<file path="src/rtl/irq_agg_pkg.sv">
package irq_agg_pkg;
  localparam int DW       = 32;
  localparam int AW       = 5;
  localparam int N_PORTS  = 3;
  localparam int BM_W     = 2;
  localparam int SE_W     = 1;
  localparam int SW_W     = 2 + N_PORTS;

  // register word addresses
  localparam logic [AW-1:0] A_TOP_STAT = 5'd0;
  localparam logic [AW-1:0] A_TOP_EN   = 5'd1;
  localparam logic [AW-1:0] A_OUT_CFG  = 5'd2;
  localparam logic [AW-1:0] A_TS_STAT  = 5'd3;
  localparam logic [AW-1:0] A_TS_EN    = 5'd4;
  localparam logic [AW-1:0] A_SW_PEND  = 5'd5;
  localparam logic [AW-1:0] A_SW_MASK  = 5'd6;
  localparam logic [AW-1:0] A_BM_PEND  = 5'd7;
  localparam logic [AW-1:0] A_BM_MASK  = 5'd8;
  localparam logic [AW-1:0] A_SE_PEND  = 5'd9;
  localparam logic [AW-1:0] A_SE_MASK  = 5'd10;
  localparam int            MAC_BASE   = 11;

  // top-level bit positions (bit 29 is the timestamp enable position)
  localparam int BIT_PHY_A = 26;
  localparam int BIT_PHY_B = 27;
  localparam int BIT_SW    = 28;
  localparam int BIT_TS    = 29;
  localparam int TOP_LO    = BIT_PHY_A;
  localparam int TOP_N     = 4;

  // switch-summary bit positions
  localparam int SWB_BM   = 0;
  localparam int SWB_SE   = 1;
  localparam int SWB_MAC0 = 2;
endpackage

</file>
<file path="src/rtl/irq_w1c_bank.sv">
module irq_w1c_bank #(
  parameter int W = 2
) (
  input  logic         clk_i,
  input  logic         rst_ni,
  input  logic [W-1:0] set_i,
  input  logic [W-1:0] clr_i,
  output logic [W-1:0] pend_o
);
  logic [W-1:0] pend_q;

  always_ff @(posedge clk_i or negedge rst_ni) begin
    if (!rst_ni) pend_q <= '0;
    else         pend_q <= (pend_q & ~clr_i) | set_i;
  end

  assign pend_o = pend_q;

  AST_LATCH_SET: assert property (@(posedge clk_i) disable iff (!rst_ni)
    (|set_i) |=> ((pend_o & $past(set_i)) == $past(set_i))) else $error("latch");
  AST_W1C_CLEAR: assert property (@(posedge clk_i) disable iff (!rst_ni)
    (|(clr_i & ~set_i)) |=> ((pend_o & $past(clr_i & ~set_i)) == '0)) else $error("clear");
endmodule

</file>
<file path="src/rtl/irq_rw_reg.sv">
module irq_rw_reg #(
  parameter int W = 1
) (
  input  logic         clk_i,
  input  logic         rst_ni,
  input  logic         we_i,
  input  logic [W-1:0] d_i,
  output logic [W-1:0] q_o
);
  logic [W-1:0] q;

  always_ff @(posedge clk_i or negedge rst_ni) begin
    if (!rst_ni)   q <= '0;
    else if (we_i) q <= d_i;
  end

  assign q_o = q;
endmodule

</file>
<file path="src/rtl/irq_out_stage.sv">
module irq_out_stage #(
  parameter int W = 32
) (
  input  logic         clk_i,
  input  logic         rst_ni,
  input  logic         out_en_i,
  input  logic [W-1:0] src_i,
  input  logic [W-1:0] en_i,
  output logic         irq_o
);
  logic any_live;
  logic irq_q;

  assign any_live = |(src_i & en_i);

  always_ff @(posedge clk_i or negedge rst_ni) begin
    if (!rst_ni) irq_q <= 1'b0;
    else         irq_q <= out_en_i & any_live;
  end

  assign irq_o = irq_q;

  AST_IRQ_GATED: assert property (@(posedge clk_i) disable iff (!rst_ni)
    !out_en_i |=> !irq_o) else $error("gate");
  AST_IRQ_LEVEL: assert property (@(posedge clk_i) disable iff (!rst_ni)
    (out_en_i && (|(src_i & en_i))) |=> irq_o) else $error("level");
endmodule

</file>
<file path="src/rtl/irq_cascade_top.sv">
module irq_cascade_top import irq_agg_pkg::*; #(
  parameter int NGPIO      = 2,
  parameter int MAC_MASK_W = 4
) (
  input  logic            clk_i,
  input  logic            rst_ni,
  input  logic            reg_we_i,
  input  logic [4:0]      reg_addr_i,
  input  logic [31:0]     reg_wdata_i,
  output logic [31:0]     reg_rdata_o,
  input  logic [1:0]      bm_evt_i,
  input  logic            se_evt_i,
  input  logic [6+NGPIO:0] ts_evt_i,
  input  logic            phy_a_evt_i,
  input  logic            phy_b_evt_i,
  output logic            irq_o
);
  localparam int TS_W = 7 + NGPIO;

  function automatic logic wr_hit(input logic [AW-1:0] a);
    return reg_we_i && (reg_addr_i == a);
  endfunction

  // ---------------- leaf tier: buffer manager / switch engine ----------------
  logic [BM_W-1:0] bm_pend, bm_mask;
  logic [SE_W-1:0] se_pend, se_mask;

  irq_w1c_bank #(.W(BM_W)) u_bm_pend (
    .clk_i, .rst_ni, .set_i(bm_evt_i),
    .clr_i(wr_hit(A_BM_PEND) ? reg_wdata_i[BM_W-1:0] : '0),
    .pend_o(bm_pend));
  irq_rw_reg #(.W(BM_W)) u_bm_mask (
    .clk_i, .rst_ni, .we_i(wr_hit(A_BM_MASK)),
    .d_i(reg_wdata_i[BM_W-1:0]), .q_o(bm_mask));

  irq_w1c_bank #(.W(SE_W)) u_se_pend (
    .clk_i, .rst_ni, .set_i(se_evt_i),
    .clr_i(wr_hit(A_SE_PEND) ? reg_wdata_i[SE_W-1:0] : '0),
    .pend_o(se_pend));
  irq_rw_reg #(.W(SE_W)) u_se_mask (
    .clk_i, .rst_ni, .we_i(wr_hit(A_SE_MASK)),
    .d_i(reg_wdata_i[SE_W-1:0]), .q_o(se_mask));

  // ---------------- leaf tier: port MACs (no live sources) ----------------
  logic [MAC_MASK_W-1:0] mac_mask [N_PORTS];
  logic [MAC_MASK_W-1:0] mac_pend [N_PORTS];
  logic [N_PORTS-1:0]    mac_sum;

  for (genvar p = 0; p < N_PORTS; p++) begin : g_mac
    assign mac_pend[p] = '0;
    irq_rw_reg #(.W(MAC_MASK_W)) u_mac_mask (
      .clk_i, .rst_ni,
      .we_i(wr_hit(AW'(MAC_BASE + 2*p + 1))),
      .d_i(reg_wdata_i[MAC_MASK_W-1:0]), .q_o(mac_mask[p]));
    assign mac_sum[p] = |(mac_pend[p] & mac_mask[p]);
  end

  // ---------------- switch-summary tier ----------------
  logic [SW_W-1:0] sw_pend, sw_mask;

  always_comb begin
    sw_pend = '0;
    sw_pend[SWB_BM] = |(bm_pend & bm_mask);
    sw_pend[SWB_SE] = |(se_pend & se_mask);
    sw_pend[SWB_MAC0 +: N_PORTS] = mac_sum;
  end

  irq_rw_reg #(.W(SW_W)) u_sw_mask (
    .clk_i, .rst_ni, .we_i(wr_hit(A_SW_MASK)),
    .d_i(reg_wdata_i[SW_W-1:0]), .q_o(sw_mask));

  // ---------------- timestamp tier ----------------
  logic [TS_W-1:0] ts_stat, ts_en;

  irq_w1c_bank #(.W(TS_W)) u_ts_stat (
    .clk_i, .rst_ni, .set_i(ts_evt_i),
    .clr_i(wr_hit(A_TS_STAT) ? reg_wdata_i[TS_W-1:0] : '0),
    .pend_o(ts_stat));
  irq_rw_reg #(.W(TS_W)) u_ts_en (
    .clk_i, .rst_ni, .we_i(wr_hit(A_TS_EN)),
    .d_i(reg_wdata_i[TS_W-1:0]), .q_o(ts_en));

  // ---------------- top tier ----------------
  logic [1:0]       phy_pend;
  logic [TOP_N-1:0] top_en;
  logic             out_en;
  logic [DW-1:0]    top_stat, top_en_w;

  irq_w1c_bank #(.W(2)) u_phy_pend (
    .clk_i, .rst_ni, .set_i({phy_b_evt_i, phy_a_evt_i}),
    .clr_i(wr_hit(A_TOP_STAT) ? reg_wdata_i[BIT_PHY_B:BIT_PHY_A] : 2'b00),
    .pend_o(phy_pend));
  irq_rw_reg #(.W(TOP_N)) u_top_en (
    .clk_i, .rst_ni, .we_i(wr_hit(A_TOP_EN)),
    .d_i(reg_wdata_i[TOP_LO +: TOP_N]), .q_o(top_en));
  irq_rw_reg #(.W(1)) u_out_cfg (
    .clk_i, .rst_ni, .we_i(wr_hit(A_OUT_CFG)),
    .d_i(reg_wdata_i[0]), .q_o(out_en));

  always_comb begin
    top_stat = '0;
    top_stat[BIT_PHY_A] = phy_pend[0];
    top_stat[BIT_PHY_B] = phy_pend[1];
    top_stat[BIT_SW]    = |(sw_pend & sw_mask);
    top_stat[BIT_TS]    = |(ts_stat & ts_en);
    top_en_w = '0;
    top_en_w[TOP_LO +: TOP_N] = top_en;
  end

  irq_out_stage #(.W(DW)) u_out (
    .clk_i, .rst_ni, .out_en_i(out_en),
    .src_i(top_stat), .en_i(top_en_w), .irq_o(irq_o));

  // ---------------- read port ----------------
  always_comb begin
    reg_rdata_o = '0;
    case (reg_addr_i)
      A_TOP_STAT: reg_rdata_o = top_stat;
      A_TOP_EN:   reg_rdata_o = top_en_w;
      A_OUT_CFG:  reg_rdata_o = DW'(out_en);
      A_TS_STAT:  reg_rdata_o = DW'(ts_stat);
      A_TS_EN:    reg_rdata_o = DW'(ts_en);
      A_SW_PEND:  reg_rdata_o = DW'(sw_pend);
      A_SW_MASK:  reg_rdata_o = DW'(sw_mask);
      A_BM_PEND:  reg_rdata_o = DW'(bm_pend);
      A_BM_MASK:  reg_rdata_o = DW'(bm_mask);
      A_SE_PEND:  reg_rdata_o = DW'(se_pend);
      A_SE_MASK:  reg_rdata_o = DW'(se_mask);
      default:    reg_rdata_o = '0;
    endcase
    for (int p = 0; p < N_PORTS; p++) begin
      if (reg_addr_i == AW'(MAC_BASE + 2*p))     reg_rdata_o = DW'(mac_pend[p]);
      if (reg_addr_i == AW'(MAC_BASE + 2*p + 1)) reg_rdata_o = DW'(mac_mask[p]);
    end
  end

  logic unused_wdata;
  assign unused_wdata = ^{reg_wdata_i[DW-1:BIT_TS+1], reg_wdata_i[TOP_LO-1:TS_W]};

  AST_PHY_TOP: assert property (@(posedge clk_i) disable iff (!rst_ni)
    phy_a_evt_i |=> top_stat[BIT_PHY_A]) else $error("phy");
endmodule

</file>
<file path="config.mk">
export PLATFORM = sky130hd
export DESIGN_NAME = irq_cascade_top
export DESIGN_NICKNAME = d
export VERILOG_FILES = /design/src/rtl/irq_agg_pkg.sv /design/src/rtl/irq_w1c_bank.sv /design/src/rtl/irq_rw_reg.sv /design/src/rtl/irq_out_stage.sv /design/src/rtl/irq_cascade_top.sv
export SDC_FILE = /design/constraint.sdc
export NUM_CORES = 1
export LEC_CHECK = 0
export BUFFER_PORTS_ARGS = -buffer_cell sky130_fd_sc_hd__buf_2
export CORE_UTILIZATION = 30
export CTS_BUF_LIST = sky130_fd_sc_hd__clkbuf_4
export CTS_CLUSTER_DIAMETER = 30
export DETAILED_ROUTE_END_ITERATION = 6
export GPL_TIMING_DRIVEN = 0
export SETUP_SLACK_MARGIN = 0.5
export SYNTH_ARGS = -nofsm -noshare
export SYNTH_HDL_FRONTEND = slang
export SYNTH_SLANG_ARGS = --single-unit
export TNS_END_PERCENT = 50
</file>
<file path="constraint.sdc">
create_clock -name clk_i -period 5.7 [get_ports clk_i]
set_clock_uncertainty 0.05 [all_clocks]
set_input_delay 1.14 -clock clk_i [delete_from_list [all_inputs] [get_ports clk_i]]
set_output_delay 1.14 -clock clk_i [all_outputs]
set_load 0.05 [all_outputs]
</file>
==> results of run 1 <==
## kinds of logic (layout without fill, tap and decap cells)
kind of cell    count (synthesis)  after routing
compound gates                 45             45
buf+inv                        31             83
flops                          49             49
mux                            40             40
other cells                     1             19
simple gates                   66             66
## final timing paths
path                                         endpoint  cells after the start                  startpoint  slack, ns
setup / recovery                       reg_rdata_o[2]                      7               reg_addr_i[2]       1.65
hold / removal             g_mac[2].u_mac_mask.q_o[1]                      1  g_mac[2].u_mac_mask.q_o[1]       0.47
setup reg to reg                          u_out.irq_o                      4         u_ts_stat.pend_o[8]       4.29
hold reg to reg            g_mac[2].u_mac_mask.q_o[1]                      1  g_mac[2].u_mac_mask.q_o[1]       0.47
max in group asynchronous             u_top_en.q_o[2]                      1                      rst_ni       3.99
min in group asynchronous             u_top_en.q_o[0]                      1                      rst_ni       0.92
## critical path: stages
cell and delay (ns):
buf_2 0.15, nor3_1 0.53, and3_1 0.23, buf_2 0.24, a22oi_1 0.14, o211ai_1 0.13, buf_2 0.30
## through the flow
step           utilization (%)  instances  hold WS, ns
2_1_floorplan                -        250        0.421
3_3_place_gp              35.6        402        0.437
3_5_place_dp              35.6        402        0.443
4_1_cts                   36.3        410        0.477
5_1_grt                   36.3        410        0.499
6_report                  36.3        410        0.474
## power by group through the flow
stage                     clock [mW]  sequential (mW)  combinational (mW)
final                          0.170            0.430               0.195
after global routing           0.190            0.437               0.213
after CTS                      0.176            0.430               0.198
after detailed placement           0            0.437               0.197
after global placement             0            0.435               0.194
after floorplan                    0            0.431               0.151
## flip-flops by register name, summed over array words and instances, names as in the netlist, 2 cells and up
signal / flops
u_sw_mask.q_o: 5
u_ts_en.q_o: 9
u_bm_pend.pend_o: 2
g_mac.u_mac_mask.q_o: 12
u_phy_pend.pend_o: 2
u_ts_stat.pend_o: 9
u_top_en.q_o: 4
u_bm_mask.q_o: 2
## metal layers
layer  vias to the layer above  GRT usage, %  routed length (microns)
li1                        944             -                        -
met1                       951          18.7                     2840
met2                        60          21.7                     2710
met3                         7          3.71                      385
met4                         0          3.92                       59
met5                         -             0                        0
## layout make-up
class,instances,area (sq um)
timing repair buffer,44,220
inverter,1,3.75
buffer,30,211
clock inverter,2,13.8
sequential,49,1230
tap,108,135
fill,877,5530
multi-input combinational,170,1290
clock buffer,6,45.0
## cell usage in the layout, fill, tap and decap left out, drive strengths merged, types with 4 or more instances in the layout
cell     n
clkbuf   9
nor2b    5
nand2   22
mux2    35
and3     4
nor3     5
a21o    14
conb    19
a22oi   12
a22o     7
dfrtp   49
nor2     7
buf     71
mux2i    5
nand3    9
==> results.tsv, run 1 <==
stage	metric	value	unit
yosys	synth_edf_count	0	
grt	track_usage	13.8	%
floorplan	rows	34	
finish	final_area	0.00315	sq mm
yosys	synth_warnings	0	
worst_setup_path	cp.arrival	2.86	ns
finish	area_delta_synth_final	18.0	%
timing	finalSetupViolCount	0	
worst_setup_path	required	4.51	ns
clock_network	cts_made_buffers	5	
clock_network	cts_resized	0	
clock_network	cts_root_buf	clkbuf_4	
drt	drcViolationCount	0	
yosys	synth_area_leader_cell	dfrtp_1	
place	place_congestion	0.836	
power	clockPowerShare	21.4	%
clock_network	htree_num_levels	2	
yosys	yosys.area_share.adder	0	%
power	comb_power_share	24.5	%
yosys	muxShareOfSynthArea	18.6	%
hold_path	hp-class	reg2reg	
drt	drtIter0Drc	119	
yosys	synth.cell_area	0.00267	sq mm
floorplan	start_util	30.8	%
timing	slew_headroom	25.0	%
yosys	synth.ff_latch_count	49	
timing	finalCriticalPeriod	4.05	ns
worst_setup_path	crit_type	in2out	
grt	grt_max_degree	50	
grt	grt_pass1_wl	9490	microns
timing	period_share	71.1	%
place	dp_hpwl	4480	microns
yosys	synth_top_family_by_area	multiplexers	
finish	diodes	0	
yosys	synth.most_common_cell	dfrtp_1	
yosys	synthXorXnorAreaFrac	0	%
yosys	post-synth-top-area-fraction	45.9	%
yosys	synthFlopType	dfrtp_1	
timing	rsz0062_at_grt	false	
power	total_power	0.796	mW
yosys	synthTopCellsByArea	dfrtp_1 (46%), mux2_2 (8.9%), mux2_4 (7.9%)	
drt	vias_per_cell	4.79	
yosys	synth_cell_types	39	
timing	maxSlewViolCount	0	
power	internal-power	0.542	mW
grt	overflow	0	
yosys	ys_seq_area_share	45.9	%
clock_network	cts_sinks	49	
place	dpl_cell_area	0.00309	sq mm
grt	grt_antenna_before_repair	0	
power	leakage	1.50	nW
finish	drive_gt1_share	39.4	%
run_status	status	completed	
timing	tightest_slew	1.12	ns
power	p_seq_share	54.1	%
floorplan	io_pins	87	
yosys	synth_async_sr_flop_share	100	%
clock_network	clk_latency	0.37	ns
clock_network	cts-hold-fix-buffers	0	
power	switching_share	31.9	%
yosys	avgSynthCellArea	11.5	sq um
yosys	synth_compound_area_share	12.9	%
drt	route.vias.total	1962	
worst_setup_path	critPathCaptureType	primary output	
worst_setup_path	critPathLaunchType	input port	
place	place_ws	1.63	ns
clock_network	cts_buffer_depth	2	
yosys	synthCells	232	
floorplan	die_y	96.3	microns
drt	wire_per_inst	14.6	microns
floorplan	fp.dieW	96.3	microns
yosys	synthTopCellsByCount	dfrtp_1 (49), buf_4 (21), mux2_2 (21)	
timing	timing.final.ws_setup	1.65	ns
drt	firstDrtPassIters	5	
power	ir_worst_vdd	0.0000967	V
floorplan	die-area	0.00928	sq mm
drt	drtAntennaViolNets	0	
place	io_buffers	44	
run	cap_violations	0	
grt	grt_pass1_vias	1845	
worst_setup_path	worst-path-max-fanout	9	
finish	layout.nets	355	
drt	drt_wl_total	5990	microns
clock_network	post_cts_buffers	0	
power	power_density	253	mW/mm^2
power	power.switching	0.254	mW
yosys	synthSimpleGateAreaFrac	14.3	%
timing	tns	0	ns
timing	max_freq	247	MHz
clock_network	cts_tree	yes	
timing	hold_viol	0	
clock_network	cts.clk_slew.worst_paths	0.16	ns
floorplan	fp.coreArea	0.00868	sq mm
(Power assumes the default switching activity.)
==> inputs of run 2 (changes only) <==
==> constraint.sdc (replaced) <==
create_clock -name clk_i -period 3.6 [get_ports clk_i]
set_clock_uncertainty 0.05 [all_clocks]
set_input_delay 0.72 -clock clk_i [delete_from_list [all_inputs] [get_ports clk_i]]
set_output_delay 0.72 -clock clk_i [all_outputs]
set_load 0.05 [all_outputs]
==> results.tsv, run 2 (synthesis gave the netlist of run 1 again) <==
stage	metric	value	unit	change
run_status	status	completed		
timing	slew_headroom	27.0	%	+2.0 points
floorplan	rows	34		unchanged
power	total_power	1.26	mW	+59%
grt	grt_antenna_before_repair	0		unchanged
drt	wire_per_inst	14.6	microns	-0.33%
clock_network	cts_tree	yes		
finish	area_delta_synth_final	18.9	%	
drt	vias_per_cell	4.77		-0.41%
floorplan	fp.coreArea	0.00868	sq mm	unchanged
floorplan	die_y	96.3	microns	unchanged
place	io_buffers	44		unchanged
clock_network	cts_made_buffers	5		unchanged
clock_network	post_cts_buffers	0		unchanged
worst_setup_path	crit_type	in2out		
finish	layout.nets	355		unchanged
floorplan	die-area	0.00928	sq mm	unchanged
power	power_density	398	mW/mm^2	+58%
place	place_congestion	0.846		+1.2%
clock_network	cts-hold-fix-buffers	0		unchanged
finish	stdcell_count	410		unchanged
place	dpl.cell_count	402		unchanged
grt	grt_pass1_vias	1851		+0.33%
drt	firstDrtPassIters	4		-1
drt	drtIter0Drc	82		-31%
timing	period_share	82.9	%	
grt	grt_pass1_wl	9350	microns	-1.5%
finish	fin_util	36.6	%	+0.26 points
clock_network	cts.clk_slew.worst_paths	0.15	ns	about the same
timing	finalCriticalPeriod	2.98	ns	
timing	hold_viol	0		unchanged
worst_setup_path	worst-path-max-fanout	8		-1
worst_setup_path	critPathLaunchType	input port		
power	ir_worst_vdd	0.000134	V	+38%
finish	drive_gt1_share	40.4	%	+0.99 points
grt	track_usage	13.6	%	-0.25 points
grt	overflow	0		unchanged
clock_network	clk_latency	0.37	ns	about the same
hold_path	hp-class	in2reg		
power	leakage	1.50	nW	+0.37%
clock_network	htree_num_levels	2		unchanged
finish	diodes	0		unchanged
drt	drcViolationCount	0		unchanged
drt	route.vias.total	1954		-0.41%
place	dp_hpwl	4480	microns	about the same
timing	maxSlewViolCount	0		unchanged
timing	max_freq	335	MHz	
run	cap_violations	0		unchanged
floorplan	io_pins	87		unchanged
floorplan	fp.dieW	96.3	microns	unchanged
timing	tightest_slew	1.09	ns	-0.0305 ns
finish	layout_common_cells	dfrtp_1 (49), buf_2 (46), mux2_2 (21), buf_4 (21), nand2_1 (20)		
grt	grt_max_degree	50		unchanged
finish	final_common_cell	dfrtp_1		
timing	rsz0062_at_grt	false		
timing	hold_ws	0.463	ns	-0.0112 ns
worst_setup_path	cp.arrival	2.21	ns	-0.65 ns
finish	largest_reg_flops	12		unchanged
clock_network	cts_root_buf	clkbuf_4		
clock_network	cts_buffer_depth	2		unchanged
worst_setup_path	required	2.83	ns	-1.68 ns
clock_network	cts_sinks	49		unchanged
timing	finalSetupViolCount	0		unchanged
floorplan	start_util	30.8	%	unchanged
timing	tns	0	ns	unchanged
worst_setup_path	critPathCaptureType	primary output		
drt	drtAntennaViolNets	0		unchanged
drt	drt_wl_total	5970	microns	-0.33%
[run 2: changes by cell type in the layout (fill, tap and decap cells not counted), sizes merged]
cell,change
clkbuf,+2
buf,-2
[run 2: layout make-up]
cell class | instances | area, sq um
sequential | 49 | 1230
timing repair buffer | 44 | 225
inverter | 1 | 3.75
buffer | 30 | 213
clock buffer | 6 | 45.0
fill | 905 | 5510
multi-input combinational | 170 | 1310
clock inverter | 2 | 13.8
tap | 108 | 135
[run 2: what timing repair did]
item / CTS / global route
hold endpoints to repair: 0 / 0
setup endpoints to repair: 5 / 4
gates resized for setup: 1 / 5
[run 2: final timing paths]
path / slack (ns) / end / start / cells after the start
min: 0.46 / u_ts_stat.pend_o[6] / ts_evt_i[6] / 2
min reg2reg: 0.48 / g_mac[1].u_mac_mask.q_o[3] / g_mac[1].u_mac_mask.q_o[3] / 1
max in group asynchronous: 2.35 / u_bm_pend.pend_o[0] / rst_ni / 1
min in group asynchronous: 0.48 / u_out.irq_o / rst_ni / 1
max: 0.62 / reg_rdata_o[0] / reg_addr_i[2] / 7
max reg2reg: 2.23 / u_out.irq_o / u_ts_stat.pend_o[8] / 4
[run 2: critical path, stage by stage]
cell and delay [ns]:
buf_2 0.18, or3b_1 0.38, buf_6 0.15, nor2_1 0.25
a211oi_1 0.12, nand4_1 0.13, buf_2 0.28
[run 2: where the power goes]
part | total, mW | internal (mW) | leakage, nW | switching, mW
combinational | 0.312 | 0.145 | 0.896 | 0.166
clock | 0.270 | 0.0861 | 0.0360 | 0.184
sequential | 0.682 | 0.628 | 0.571 | 0.0547
total | 1.26 | 0.859 | 1.50 | 0.405
[run 2: metal layers]
layer / up-vias / GRT usage [%] / routed length [microns]
met3: 8 / 3.87 / 356
li1: 943 / - / -
met5: - / 0 / 0
met2: 51 / 22.0 / 2850
met1: 952 / 17.9 / 2720
met4: 0 / 3.31 / 49
[run 2: metrics by stage]
stage / area [sq um] / worst slack [ns]
2_1_floorplan: 2740 / 0.654
3_3_place_gp: 3100 / 0.398
3_5_place_dp: 3100 / 0.381
4_1_cts: 3160 / 0.561
5_1_grt: 3170 / 0.516
6_report: 3170 / 0.617
==> inputs of run 3 (changes only) <==
==> constraint.sdc (replaced) <==
create_clock -name clk_i -period 2.9 [get_ports clk_i]
set_clock_uncertainty 0.05 [all_clocks]
set_input_delay 0.58 -clock clk_i [delete_from_list [all_inputs] [get_ports clk_i]]
set_output_delay 0.58 -clock clk_i [all_outputs]
set_load 0.05 [all_outputs]
==> results.tsv, run 3 (synthesis gave the netlist of run 1 again) <==
stage	metric	value	unit	change
run_status	status	completed		
timing	tns	0	ns	unchanged
worst_setup_path	required	2.27	ns	-0.56 ns
timing	maxSlewViolCount	0		unchanged
timing	tightest_slew	1.10	ns	+0.00257 ns
hold_path	hold_path_end	u_se_pend.pend_o		
finish	layout.nets	363		+2.3%
timing	slew_headroom	26.9	%	-0.17 points
hold_path	hp-class	in2reg		
power	power_density	466	mW/mm^2	+17%
grt	grt_antenna_before_repair	0		unchanged
grt	overflow	0		unchanged
clock_network	cts_tree	yes		
worst_setup_path	worst-path-max-fanout	10		+2
timing	finalSetupViolCount	0		unchanged
floorplan	die-area	0.00928	sq mm	unchanged
clock_network	cts_buffer_depth	2		unchanged
clock_network	cts.clk_slew.worst_paths	0.15	ns	about the same
floorplan	start_util	30.8	%	unchanged
worst_setup_path	critPathLaunchType	input port		
worst_setup_path	r2r_end	u_out.irq_o		
worst_setup_path	r2r_cells	4		unchanged
drt	drtIter0Drc	112		+37%
timing	period_share	86.6	%	
run	cap_violations	0		unchanged
grt	track_usage	13.8	%	+0.19 points
drt	drcViolationCount	0		unchanged
worst_setup_path	cp.arrival	1.88	ns	-0.33 ns
power	p_seq_share	53.7	%	-0.3 points
floorplan	die_y	96.3	microns	unchanged
power	power.switching	0.507	mW	+25%
clock_network	htree_num_levels	2		unchanged
worst_setup_path	crit_slowest_cell	a22oi_1		
worst_setup_path	r2r_start	u_ts_en.q_o[8]		
drt	drt_wl_total	6110	microns	+2.3%
drt	wire_per_inst	14.6	microns	+0.32%
timing	finalCriticalPeriod	2.51	ns	
power	leakage	1.58	nW	+5.1%
timing	hold_viol	0		unchanged
worst_setup_path	slowest_delay	0.25	ns	-0.13 ns
place	place_congestion	0.798		-5.6%
floorplan	fp.coreArea	0.00868	sq mm	unchanged
finish	layout_common_cells	dfrtp_1 (49), buf_2 (36), buf_4 (31)		
worst_setup_path	critPathCaptureType	primary output		
drt	route.vias.total	2013		+3.0%
finish	multi_input_area	0.00137	sq mm	+4.5%
floorplan	fp.dieW	96.3	microns	unchanged
finish	diodes	0		unchanged
place	dp_hpwl	4460	microns	-0.40%
clock_network	cts_root_buf	clkbuf_4		
power	comb_power_share	26.3	%	+1.6 points
power	ir_worst_vdd	0.000166	V	+24%
place	io_buffers	44		unchanged
hold_path	holdPathStages	2		unchanged
floorplan	rows	34		unchanged
timing	rsz0062_at_grt	true		
finish	fillers	871		-3.8%
floorplan	io_pins	87		unchanged
clock_network	clk_latency	0.37	ns	about the same
worst_setup_path	crit_type	in2out		
clock_network	cts_made_buffers	5		unchanged
finish	largest_reg_flops	12		unchanged
clock_network	cts-hold-fix-buffers	0		unchanged
finish	drive_gt1_share	46.1	%	+5.7 points
finish	final_common_cell	dfrtp_1		
finish	area_delta_synth_final	27.0	%	
timing	timing.final.ws_setup	0.387	ns	-0.230 ns
grt	grt_pass1_wl	9530	microns	+1.9%
power	internal-power	1.07	mW	+25%
drt	vias_per_cell	4.82		+1.0%
hold_path	hp-start	se_evt_i		
clock_network	cts_sinks	49		unchanged
power	switching_share	32.2	%	+0.12 points
grt	grt_pass1_vias	1911		+3.2%
power	clockPowerShare	20.0	%	-1.4 points
worst_setup_path	worstPathCellList	buf_2 > clkbuf_4 > and3_1 > buf_4 > a22oi_1 > nand4_1 > buf_6		
place	place_ws	0.163	ns	-0.218 ns
finish	ff_latch_area	0.00123	sq mm	unchanged
grt	grt_max_degree	50		unchanged
timing	max_freq	398	MHz	
drt	firstDrtPassIters	4		unchanged
drt	drtAntennaViolNets	0		unchanged
worst_setup_path	rrSetupSlack	1.50	ns	-0.73 ns
[run 3: cell count changes in the layout (fill, tap and decap cells not counted), sizes merged]
cell    previous run  this run
buf               69        78
clkbuf            11         9
clkinv             1         3
inv                2         1
[run 3: worst max-delay path by stage]
stage	from	endpoint	slack (ns)	depth (start not counted)
after global placement	reg_addr_i[0]	reg_rdata_o[2]	0.15	7
after floorplan	reg_addr_i[4]	reg_rdata_o[2]	0.30	6
after detailed placement	reg_addr_i[0]	reg_rdata_o[2]	0.16	7
final	reg_addr_i[0]	reg_rdata_o[0]	0.39	7
after CTS	reg_addr_i[3]	reg_rdata_o[2]	0.41	7
after global routing	reg_addr_i[3]	reg_rdata_o[2]	0.36	7
[run 3: cell type report]
type | instances | share of cell area (%)
multi-input cells | 170 | 40.4
flip-flops and latches | 49 | 36.2
repair buffers | 52 | 9.97
plain buffers | 30 | 7.68
well taps | 108 | 3.99
clock buffers | 5 | 1.11
clock inverters | 3 | 0.517
inverters | 1 | 0.111
[run 3: critical path: cells and delay by family]
kind | cells | cell delay [ns]
AO/OA/AOI/OAI | 1 | 0.25
buffers and inverters | 4 | 0.71
AND/OR/NAND/NOR | 2 | 0.34
[run 3: per-layer routing]
| metal | vias to the layer above | track usage, % | part of all wire (%) |
|---|---|---|---|
| li1 | 962 | - | - |
| met1 | 989 | 17.9 | 46 |
| met2 | 56 | 22.8 | 47 |
| met3 | 6 | 3.87 | 5.7 |
| met4 | 0 | 3.31 | 0.84 |
| met5 | - | 0 | 0 |
[run 3: timing repair]
item	4_1_cts	5_1_grt
endpoints found under the setup margin	13	11
setup buffers	4	4
gates resized for setup	22	14
pin swaps	7	9
[run 3: power by group through the flow]
stage          Combinational (mW)  Sequential [mW]  Clock (mW)
2_1_floorplan               0.304            0.848           0
3_3_place_gp                0.390            0.856           0
3_5_place_dp                0.395            0.858           0
4_1_cts                     0.413            0.846       0.335
5_1_grt                     0.448            0.859       0.357
6_report                    0.415            0.847       0.316
[run 3: per-stage QoR]
stage,instances,power (mW),util (%),hold slack (ns),cell area (sq um)
6_report,418,1.58,39.0,0.321,3390
5_1_grt,418,1.66,39.0,0.304,3390
4_1_cts,414,1.59,38.3,0.311,3320
3_5_place_dp,402,1.25,36.2,0.442,3140
3_3_place_gp,402,1.25,36.2,0.437,3140
2_1_floorplan,250,1.15,-,0.234,2790
